<file path="config.mk">
export PLATFORM = sky130hd
export DESIGN_NAME = cwa_assembler
export DESIGN_NICKNAME = d
export VERILOG_FILES = /design/src/rtl/cwa_pkg.sv /design/src/rtl/cwa_frame_ctrl.sv /design/src/rtl/cwa_beat_counter.sv /design/src/rtl/cwa_out_stage.sv /design/src/rtl/cwa_assembler.sv
export SDC_FILE = /design/constraint.sdc
export NUM_CORES = 1
export LEC_CHECK = 0
export BUFFER_PORTS_ARGS = -buffer_cell sky130_fd_sc_hd__buf_2
export CAP_MARGIN = 20
export CORE_UTILIZATION = 60
export CTS_CLUSTER_DIAMETER = 100
export DETAILED_ROUTE_END_ITERATION = 8
export GPL_ROUTABILITY_DRIVEN = 0
export PLACE_DENSITY = 0.92
export SLEW_MARGIN = 20
export SYNTH_ARGS = -nofsm -noshare
export SYNTH_HDL_FRONTEND = slang
export SYNTH_SLANG_ARGS = --single-unit
</file>
<file path="constraint.sdc">
create_clock -name clk -period 4.68 [get_ports clk]
set_input_delay 0.468 -clock clk [delete_from_list [all_inputs] [get_ports clk]]
set_output_delay 0.468 -clock clk [all_outputs]
set_load 0.03 [all_outputs]
</file>
<file path="src/rtl/cwa_pkg.sv">
// Package: shared types for the codeword output assembler.
// Assumes: nothing beyond IEEE 1800-2017 enum support.
package cwa_pkg;

    // Frame pacing states.
    //   FS_READY : no frame open, input side may start one
    //   FS_RUN   : accepted frame with usable parameters, bits flowing
    //   FS_DROP  : frame with unusable parameters, waiting for its input end
    //   FS_FLUSH : last codeword bit just issued, ready held low one cycle
    typedef enum logic [1:0] {
        FS_READY = 2'd0,
        FS_RUN   = 2'd1,
        FS_DROP  = 2'd2,
        FS_FLUSH = 2'd3
    } frame_state_t;

    // Width of a count that must hold the sum of two LEN_W-bit lengths.
    function automatic int sum_width(input int len_w);
        return len_w + 1;
    endfunction

endpackage

</file>
<file path="src/rtl/cwa_frame_ctrl.sv">
// Module: cwa_frame_ctrl
// Paces frames. Captures the lengths and the validity flag on an accepted
// start, decides whether the frame will produce output, and drives ready.
// Assumes: done pulses once, on the cycle the last codeword beat is taken.
module cwa_frame_ctrl
    import cwa_pkg::*;
#(
    parameter int LEN_W = 16,
    parameter int CNT_W = LEN_W + 1
) (
    input  logic             clk,
    input  logic             rst_n,
    input  logic             in_start,
    input  logic             in_end,
    input  logic             cfg_ok,
    input  logic [LEN_W-1:0] msg_len,
    input  logic [LEN_W-1:0] par_len,
    input  logic             done,
    output logic             ready,
    output logic             run,
    output logic [CNT_W-1:0] msg_len_q,
    output logic [CNT_W-1:0] tot_len_q
);

    frame_state_t state_q;
    frame_state_t state_d;
    logic         accept;
    logic         usable;
    logic [CNT_W-1:0] msg_ext;
    logic [CNT_W-1:0] par_ext;

    // Widen the lengths so that their sum cannot overflow.
    always_comb begin
        msg_ext = {{(CNT_W-LEN_W){1'b0}}, msg_len};
        par_ext = {{(CNT_W-LEN_W){1'b0}}, par_len};
    end

    // A start counts only while the block is idle. Zero lengths make a frame unusable.
    always_comb begin
        accept = in_start && (state_q == FS_READY);
        usable = cfg_ok && (msg_len != '0) && (par_len != '0);
    end

    // Next-state logic of the pacing machine.
    always_comb begin
        state_d = state_q;
        unique case (state_q)
            FS_READY: begin
                if (accept) begin
                    if (usable)
                        state_d = FS_RUN;
                    else if (!in_end)
                        state_d = FS_DROP;
                end
            end
            FS_RUN:   if (done)   state_d = FS_FLUSH;
            FS_DROP:  if (in_end) state_d = FS_READY;
            FS_FLUSH: state_d = FS_READY;
            default:  state_d = FS_READY;
        endcase
    end

    // State register.
    always_ff @(posedge clk) begin
        if (!rst_n)
            state_q <= FS_READY;
        else
            state_q <= state_d;
    end

    // Capture the frame lengths on an accepted start.
    always_ff @(posedge clk) begin
        if (!rst_n) begin
            msg_len_q <= '0;
            tot_len_q <= '0;
        end else if (accept) begin
            msg_len_q <= msg_ext;
            tot_len_q <= msg_ext + par_ext;
        end
    end

    // Decoded state flags.
    always_comb begin
        ready = (state_q == FS_READY);
        run   = (state_q == FS_RUN);
    end

endmodule

</file>
<file path="src/rtl/cwa_beat_counter.sv">
// Module: cwa_beat_counter
// Output counter. Tracks the beat position within the codeword, chooses the
// source for that position, and flags the first and the last beat.
// Assumes: while run is high, tot_len_q >= 2 and 1 <= msg_len_q < tot_len_q.
module cwa_beat_counter #(
    parameter int CNT_W = 17
) (
    input  logic             clk,
    input  logic             rst_n,
    input  logic             run,
    input  logic             msg_vld,
    input  logic             par_vld,
    input  logic [CNT_W-1:0] msg_len_q,
    input  logic [CNT_W-1:0] tot_len_q,
    output logic             take,
    output logic             sel_par,
    output logic             first,
    output logic             last
);

    logic [CNT_W-1:0] pos_q;
    logic [CNT_W-1:0] last_pos;

    // Choose the source that owns the current position. Only its valid counts.
    always_comb begin
        last_pos = tot_len_q - {{(CNT_W-1){1'b0}}, 1'b1};
        sel_par  = (pos_q >= msg_len_q);
        take     = run && (sel_par ? par_vld : msg_vld);
        first    = (pos_q == '0);
        last     = (pos_q == last_pos);
    end

    // Advance on each taken beat, and wrap after the last one.
    always_ff @(posedge clk) begin
        if (!rst_n)
            pos_q <= '0;
        else if (!run)
            pos_q <= '0;
        else if (take)
            pos_q <= last ? '0 : pos_q + {{(CNT_W-1){1'b0}}, 1'b1};
    end

endmodule

</file>
<file path="src/rtl/cwa_out_stage.sv">
// Module: cwa_out_stage
// Two-way source multiplexer and output register. Issues the selected bit and
// the frame strobes one cycle after a beat is taken.
// Assumes: take, first and last come from the same cycle's counter state.
module cwa_out_stage (
    input  logic clk,
    input  logic rst_n,
    input  logic take,
    input  logic sel_par,
    input  logic first,
    input  logic last,
    input  logic msg_bit,
    input  logic par_bit,
    output logic out_bit,
    output logic out_vld,
    output logic out_start,
    output logic out_end
);

    logic mux_bit;

    // Pick the parity bit once all message bits have been taken.
    always_comb begin
        mux_bit = sel_par ? par_bit : msg_bit;
    end

    // Register the bit and its strobes.
    always_ff @(posedge clk) begin
        if (!rst_n) begin
            out_bit   <= 1'b0;
            out_vld   <= 1'b0;
            out_start <= 1'b0;
            out_end   <= 1'b0;
        end else begin
            out_vld   <= take;
            out_start <= take && first;
            out_end   <= take && last;
            if (take)
                out_bit <= mux_bit;
        end
    end

endmodule

</file>
<file path="src/rtl/cwa_assembler.sv">
// Module: cwa_assembler (top)
// Joins a replayed message stream and a later serial parity stream into one
// codeword with start, end and valid strobes. Paces the input side with ready.
// Assumes: the sources present beats only for the frame that is open.
module cwa_assembler
    import cwa_pkg::*;
#(
    parameter int LEN_W = 16
) (
    input  logic             clk,
    input  logic             rst_n,
    input  logic             in_start,
    input  logic             in_end,
    input  logic             cfg_ok,
    input  logic [LEN_W-1:0] msg_len,
    input  logic [LEN_W-1:0] par_len,
    input  logic             msg_bit,
    input  logic             msg_vld,
    input  logic             par_bit,
    input  logic             par_vld,
    output logic             out_bit,
    output logic             out_vld,
    output logic             out_start,
    output logic             out_end,
    output logic             ready
);

    localparam int CNT_W = sum_width(LEN_W);

    logic             run;
    logic             take;
    logic             sel_par;
    logic             first;
    logic             last;
    logic             done;
    logic [CNT_W-1:0] msg_len_q;
    logic [CNT_W-1:0] tot_len_q;

    // The frame is complete when its last beat is taken.
    always_comb begin
        done = take && last;
    end

    cwa_frame_ctrl #(
        .LEN_W (LEN_W),
        .CNT_W (CNT_W)
    ) u_ctrl (
        .clk       (clk),
        .rst_n     (rst_n),
        .in_start  (in_start),
        .in_end    (in_end),
        .cfg_ok    (cfg_ok),
        .msg_len   (msg_len),
        .par_len   (par_len),
        .done      (done),
        .ready     (ready),
        .run       (run),
        .msg_len_q (msg_len_q),
        .tot_len_q (tot_len_q)
    );

    cwa_beat_counter #(
        .CNT_W (CNT_W)
    ) u_cnt (
        .clk       (clk),
        .rst_n     (rst_n),
        .run       (run),
        .msg_vld   (msg_vld),
        .par_vld   (par_vld),
        .msg_len_q (msg_len_q),
        .tot_len_q (tot_len_q),
        .take      (take),
        .sel_par   (sel_par),
        .first     (first),
        .last      (last)
    );

    cwa_out_stage u_out (
        .clk       (clk),
        .rst_n     (rst_n),
        .take      (take),
        .sel_par   (sel_par),
        .first     (first),
        .last      (last),
        .msg_bit   (msg_bit),
        .par_bit   (par_bit),
        .out_bit   (out_bit),
        .out_vld   (out_vld),
        .out_start (out_start),
        .out_end   (out_end)
    );

endmodule

</file>
# ---- Word-level counts from Yosys, hierarchy flattened
# Cells that the tools add are included.
dict set report totals {
  ff_bits 56
  word_cells 41
}
dict set report op_classes {
  n_eq_ne 8
  magnitude_cmp 1
  n_addsub 3
  muxes 9
  reduce_logical 12
}
# op n
set op_table {}
lappend op_table {{$reduce_bool 16->1} 2}
lappend op_table {{$add 16x16->17} 1}
lappend op_table {{$add 17x1->17 const B} 1}
lappend op_table {{$eq 17x17->1} 1}
lappend op_table {{$ge 17x16->1} 1}
lappend op_table {{$logic_not 17->1} 1}
lappend op_table {{$mux 17} 1}
lappend op_table {{$sub 17x1->17 const B} 1}
lappend op_table {{$mux 2} 5}
lappend op_table {{$pmux 2 s4} 1}
lappend op_table {{$logic_and 1x1->1} 6}
lappend op_table {{$eq 2x2->1 const B} 2}
lappend op_table {{$ne 2x2->1 const B} 2}
lappend op_table {{$reduce_and 4->1} 1}
lappend op_table {{$ne 3x2->1 const B} 1}
lappend op_table {{$eq 2x1->1 const B} 1}
lappend op_table {{$logic_not 2->1} 1}
lappend op_table {{$mux 1} 2}
lappend op_table {{$ne 2x1->1 const B} 1}
lappend op_table {{$reduce_and 2->1} 1}

# ---- Longest topological paths before layout
dict set report depth {
  depth_word 6
  mapped_depth 11
  depth_no_buf 10
}

# ---- Cells and area by module
# Synthesis repeated with hierarchy kept, for this count alone.
dict set report hier_totals {
  cells_unflattened 532
  hier_area_um2 4217.8
}
# mod cells_each seq_area_each_um2 area_per_inst_um2 instances
set by_module_without_submodules {}
lappend by_module_without_submodules {cwa_frame_ctrl 254 700.7 2094.5 1}
lappend by_module_without_submodules {cwa_beat_counter 267 340.3 1998.2 1}
lappend by_module_without_submodules {cwa_out_stage 10 80.1 118.9 1}
lappend by_module_without_submodules {cwa_assembler 1 0.0 6.3 1}

# ---- Worst setup path before layout
# OpenSTA, ideal clock, no wires.
dict set report synth_path {
  path_type {input to register}
  startpoint {input port msg_len[0]}
  endpoint {register u_ctrl.tot_len_q[16]}
  path_buffers 0
  arrival_ps 2538
  required_ps 4547
  path_slack_ps 2009
  path_stages 10
  cell_sequence {ha_1 > inv_1 > fa_1 > nor2b_1 > o31ai_1 > a211oi_1 > o31a_1 > a211o_1 > a2111oi_0 > nor4_1}
}
dict set report synth_via {
  elab_chain_len 1
}
# element line
set synth_lines {}
lappend synth_lines {{start: declaration} cwa_assembler.sv:15} ;# input logic [LEN_W-1:0] msg_len,
lappend synth_lines {{$add 16x16->17} cwa_frame_ctrl.sv:78} ;# tot_len_q <= msg_ext + par_ext;
lappend synth_lines {{end signal: assignment} cwa_frame_ctrl.sv:78}
lappend synth_lines {{end: declaration} cwa_frame_ctrl.sv:22} ;# output logic [CNT_W-1:0] tot_len_q
# No other way between the ends.
# A chain may end at the register's enable or synchronous reset.

# ---- Worst setup path after layout
dict set report layout_path {
  startpoint {register u_ctrl.tot_len_q[4]}
  endpoint {register u_cnt.pos_q[9]}
}
dict set report layout_via {
  elab_chain_len 3
}
# element line
set layout_lines {}
lappend layout_lines {{$sub 17x1->17} cwa_beat_counter.sv:26} ;# last_pos = tot_len_q - {{(CNT_W-1){1'b0}}, 1'b1};
lappend layout_lines {{$eq 17x17->1} cwa_beat_counter.sv:30} ;# last = (pos_q == last_pos);
lappend layout_lines {{$mux 17} cwa_beat_counter.sv:40} ;# pos_q <= last ? '0 : pos_q + {{(CNT_W-1){1'b0}}, 1'b1};
lappend layout_lines {{end signal: assignment} cwa_beat_counter.sv:40}
lappend layout_lines {{end: declaration} cwa_beat_counter.sv:21} ;# logic [CNT_W-1:0] pos_q;
# No other way between the ends.

==> qor.yml <==
status: "completed"
grt_max_degree: 42
die_w_um: 85.53
syn_inst: 539
drt_iter0_markers: 331
overflow: 0
viasPerCell: 6.470
io_pins: 46
p_switching_mw: 0.4220
p_int_mw: 0.8135
seq_area_frac_synth_pct: 26.78
die_area_um2: 7315
antenna_found_initial: 0
htree_levels: 2
rows: 30
seq_power_share_pct: 43.4
tightest_slew_ns: 1.062
grt_pass1_wl_um: 18240
antenna_cells: 0
fin_worst_skew_ns: 0.01103
synth_nets: 616
min_path_type: "in -> reg"
timing.fmax_mhz: 295.3
pre_cts_ws_ns: 1.379
layout-drive-gt1-share_pct: 11.11
synthFlopType: "dfxtp_1"
ctsResizeCount: 0
drc: 0
totalNegativeSetupSlack_ns: 0
grt_pass1_vias: 3957
clockPowerShare_pct: 27.2
ys_seq_elements: 56
grt_usage_pct: 30.68
arrival_ns: 3.55
syn_avg_cell_area_um2: 7.767
clockBufferDepth: 2
finalCritPeriodShare_pct: 72.35
dpl_cell_area_um2: 4409
power_frac_comb_pct: 29.4
path_class: "reg -> reg"
maxCapViolations: 0
finalNonFillerCells: 647
drt_wl_total_um: 10740
hold_viol_final: 0
wire_per_inst_um: 16.60
area.growth.synth_to_final_pct: 8.159
rsz0062_at_grt: "false"
num_vias: 4186
yosys.cell_types.count: 56
postRouteAntennaNets: 0
cts_tree: "yes"
peakVddDrop_uv: 160.1
core_area_um2: 6756
synth-edff-count: 0
insertion_delay_ns: 0.32
finalSetupViolations: 0
p_per_area_nw_per_um2: 272.8
slew_headroom_pct: 29.18
placed_cells: 639
cts_buffers: 5
path_max_fanout: 16
place_hpwl_um: 8105
crit_required_ns: 4.85
fin_nets: 643
leakage_nw: 1.782
period_minus_slack_ns: 3.386
firstDrtPassIters: 7
endpoint_kind: "register"
postCtsSetupBuffers: 0
die_y_um: 85.53
port_buffers: 45
final_cell_area_um2: 4528
path_clk_slew_ns: 0.11
cts_root_buffer: "clkbuf_8"
yosys_warnings: 0
drv_slew: 0
startpoint_type: "register"
async_flop_share_pct: 0
ctsHoldBuffers: 0
p_sw_share_pct: 34.16
p_total_mw: 1.235
start_util_pct: 61.96
clkSinkCount: 56
netlist_area_um2: 4187
setup_ws_ns: 1.294
## worst paths after layout
check,from,endpoint,slack [ns],cells after the start
worst max-delay path,u_ctrl.tot_len_q[4]$_SDFFE_PN0P_,u_cnt.pos_q[9]$_SDFFE_PN0P_,1.29,7
worst min-delay path,msg_len[0],u_ctrl.msg_len_q[0]$_SDFFE_PN0P_,0.40,3
worst max register to register,u_ctrl.tot_len_q[4]$_SDFFE_PN0P_,u_cnt.pos_q[9]$_SDFFE_PN0P_,1.29,7
worst min register to register,u_ctrl.msg_len_q[15]$_SDFFE_PN0P_,u_ctrl.msg_len_q[15]$_SDFFE_PN0P_,0.46,2
## cell families after synthesis
family                     count (synthesis)  share of synthesized area (%)
AOI/OAI and AO/OA                        135                          21.82
and+or+nand+nor                          223                          28.30
xor gates and xnor gates                  28                          5.858
buffers and inverters                     58                          5.588
muxes                                      3                         0.7173
DFF                                       56                          26.78
adders and majority gates                 36                          10.94
## cell usage in the layout, fill, tap and decap left out, drive strengths merged, types with 2 or more instances in the layout
master   instances
o211a            3
and2             7
o2111ai          2
nor2            25
o211ai           7
nand4            9
nand4b           2
a211o            7
nand3b           5
or4             10
inv             33
nand2           64
o21ai           18
a21oi           40
nor3            19
buf             47
nor4b            3
a31oi            5
nor4            20
a211oi          23
o31ai            9
nor2b            5
a21o             2
o41ai            6
xnor2           15
and3             5
mux2i            3
o21a             6
nor3b            2
nand2b           3
or3             16
clkbuf           5
nand3           24
xor2            13
ha              35
dfxtp           56
## cell usage after synthesis, drive strengths merged (4+ instances only)
master | instances | area [um^2]
clkbuf | 23 | 86.33
inv | 31 | 116.4
xor2 | 13 | 113.9
and3 | 5 | 31.28
or4 | 10 | 78.82
o41ai | 6 | 52.55
o211ai | 7 | 52.55
nor2 | 25 | 93.84
and2 | 7 | 43.80
nand2 | 64 | 240.2
or3 | 16 | 101.4
nor2b | 5 | 31.28
nand3 | 24 | 120.1
o31ai | 9 | 67.56
dfxtp | 56 | 1121
ha | 35 | 437.9
o21a | 6 | 45.04
o21ai | 18 | 90.08
a31oi | 5 | 31.28
a21oi | 40 | 200.2
xnor2 | 15 | 131.4
nand3b | 5 | 37.54
nor3 | 19 | 95.09
a211oi | 23 | 192.7
nand4 | 9 | 56.30
buf | 4 | 31.27
a211o | 7 | 61.31
nor4 | 20 | 140.1
## power by group through the flow
stage / registers [mW] / logic [mW] / clock network (mW)
final: 0.536 / 0.363 / 0.337
after global placement: 0.543 / 0.340 / 0
after global routing: 0.540 / 0.402 / 0.360
after detailed placement: 0.546 / 0.354 / 0
after CTS: 0.535 / 0.357 / 0.340
after floorplan: 0.534 / 0.277 / 0
## area by class of cell
type,instances,area (um^2)
Fill cell,555,2228
Clock buffer,5,68.82
Multi-Input combinational cell,425,2831
Sequential cell,56,1121
Timing Repair Buffer,47,240.2
Clock inverter,3,50.05
Inverter,31,116.4
Tap cell,80,100.1
## metal layers
layer | track usage [%] | wire (um) | up-vias
li1 | - | - | 2060
met1 | 39.60 | 4623 | 1900
met2 | 52.80 | 5064 | 196
met3 | 4.812 | 844 | 30
met4 | 9.394 | 208 | 0
met5 | 0 | 0 | -
## registers in the layout, indices dropped and copies added, names as in the netlist
name,cells
u_out.out_vld,1
u_ctrl.tot_len_q,17
u_out.out_start,1
u_out.out_bit,1
u_cnt.pos_q,17
u_out.out_end,1
u_ctrl.state_q,2
u_ctrl.msg_len_q,16
## per-stage QoR
stage	utilization [%]	hold WS [ns]
after global placement	65.26	0.4442
after floorplan	-	0.4363
after detailed placement	65.26	0.4480
after CTS	67.02	0.3949
final	67.02	0.4036
after global routing	67.02	0.3979
## critical path, stage by stage (launching register included)
cell and delay, ns:
dfxtp_1 0.37, nor4_1 0.87, nand2_1 0.26, xor2_1 0.20, a211oi_1 0.32, o21ai_1 0.20
nor4_4 0.91, a211oi_1 0.10
(Power assumes the default switching activity.)
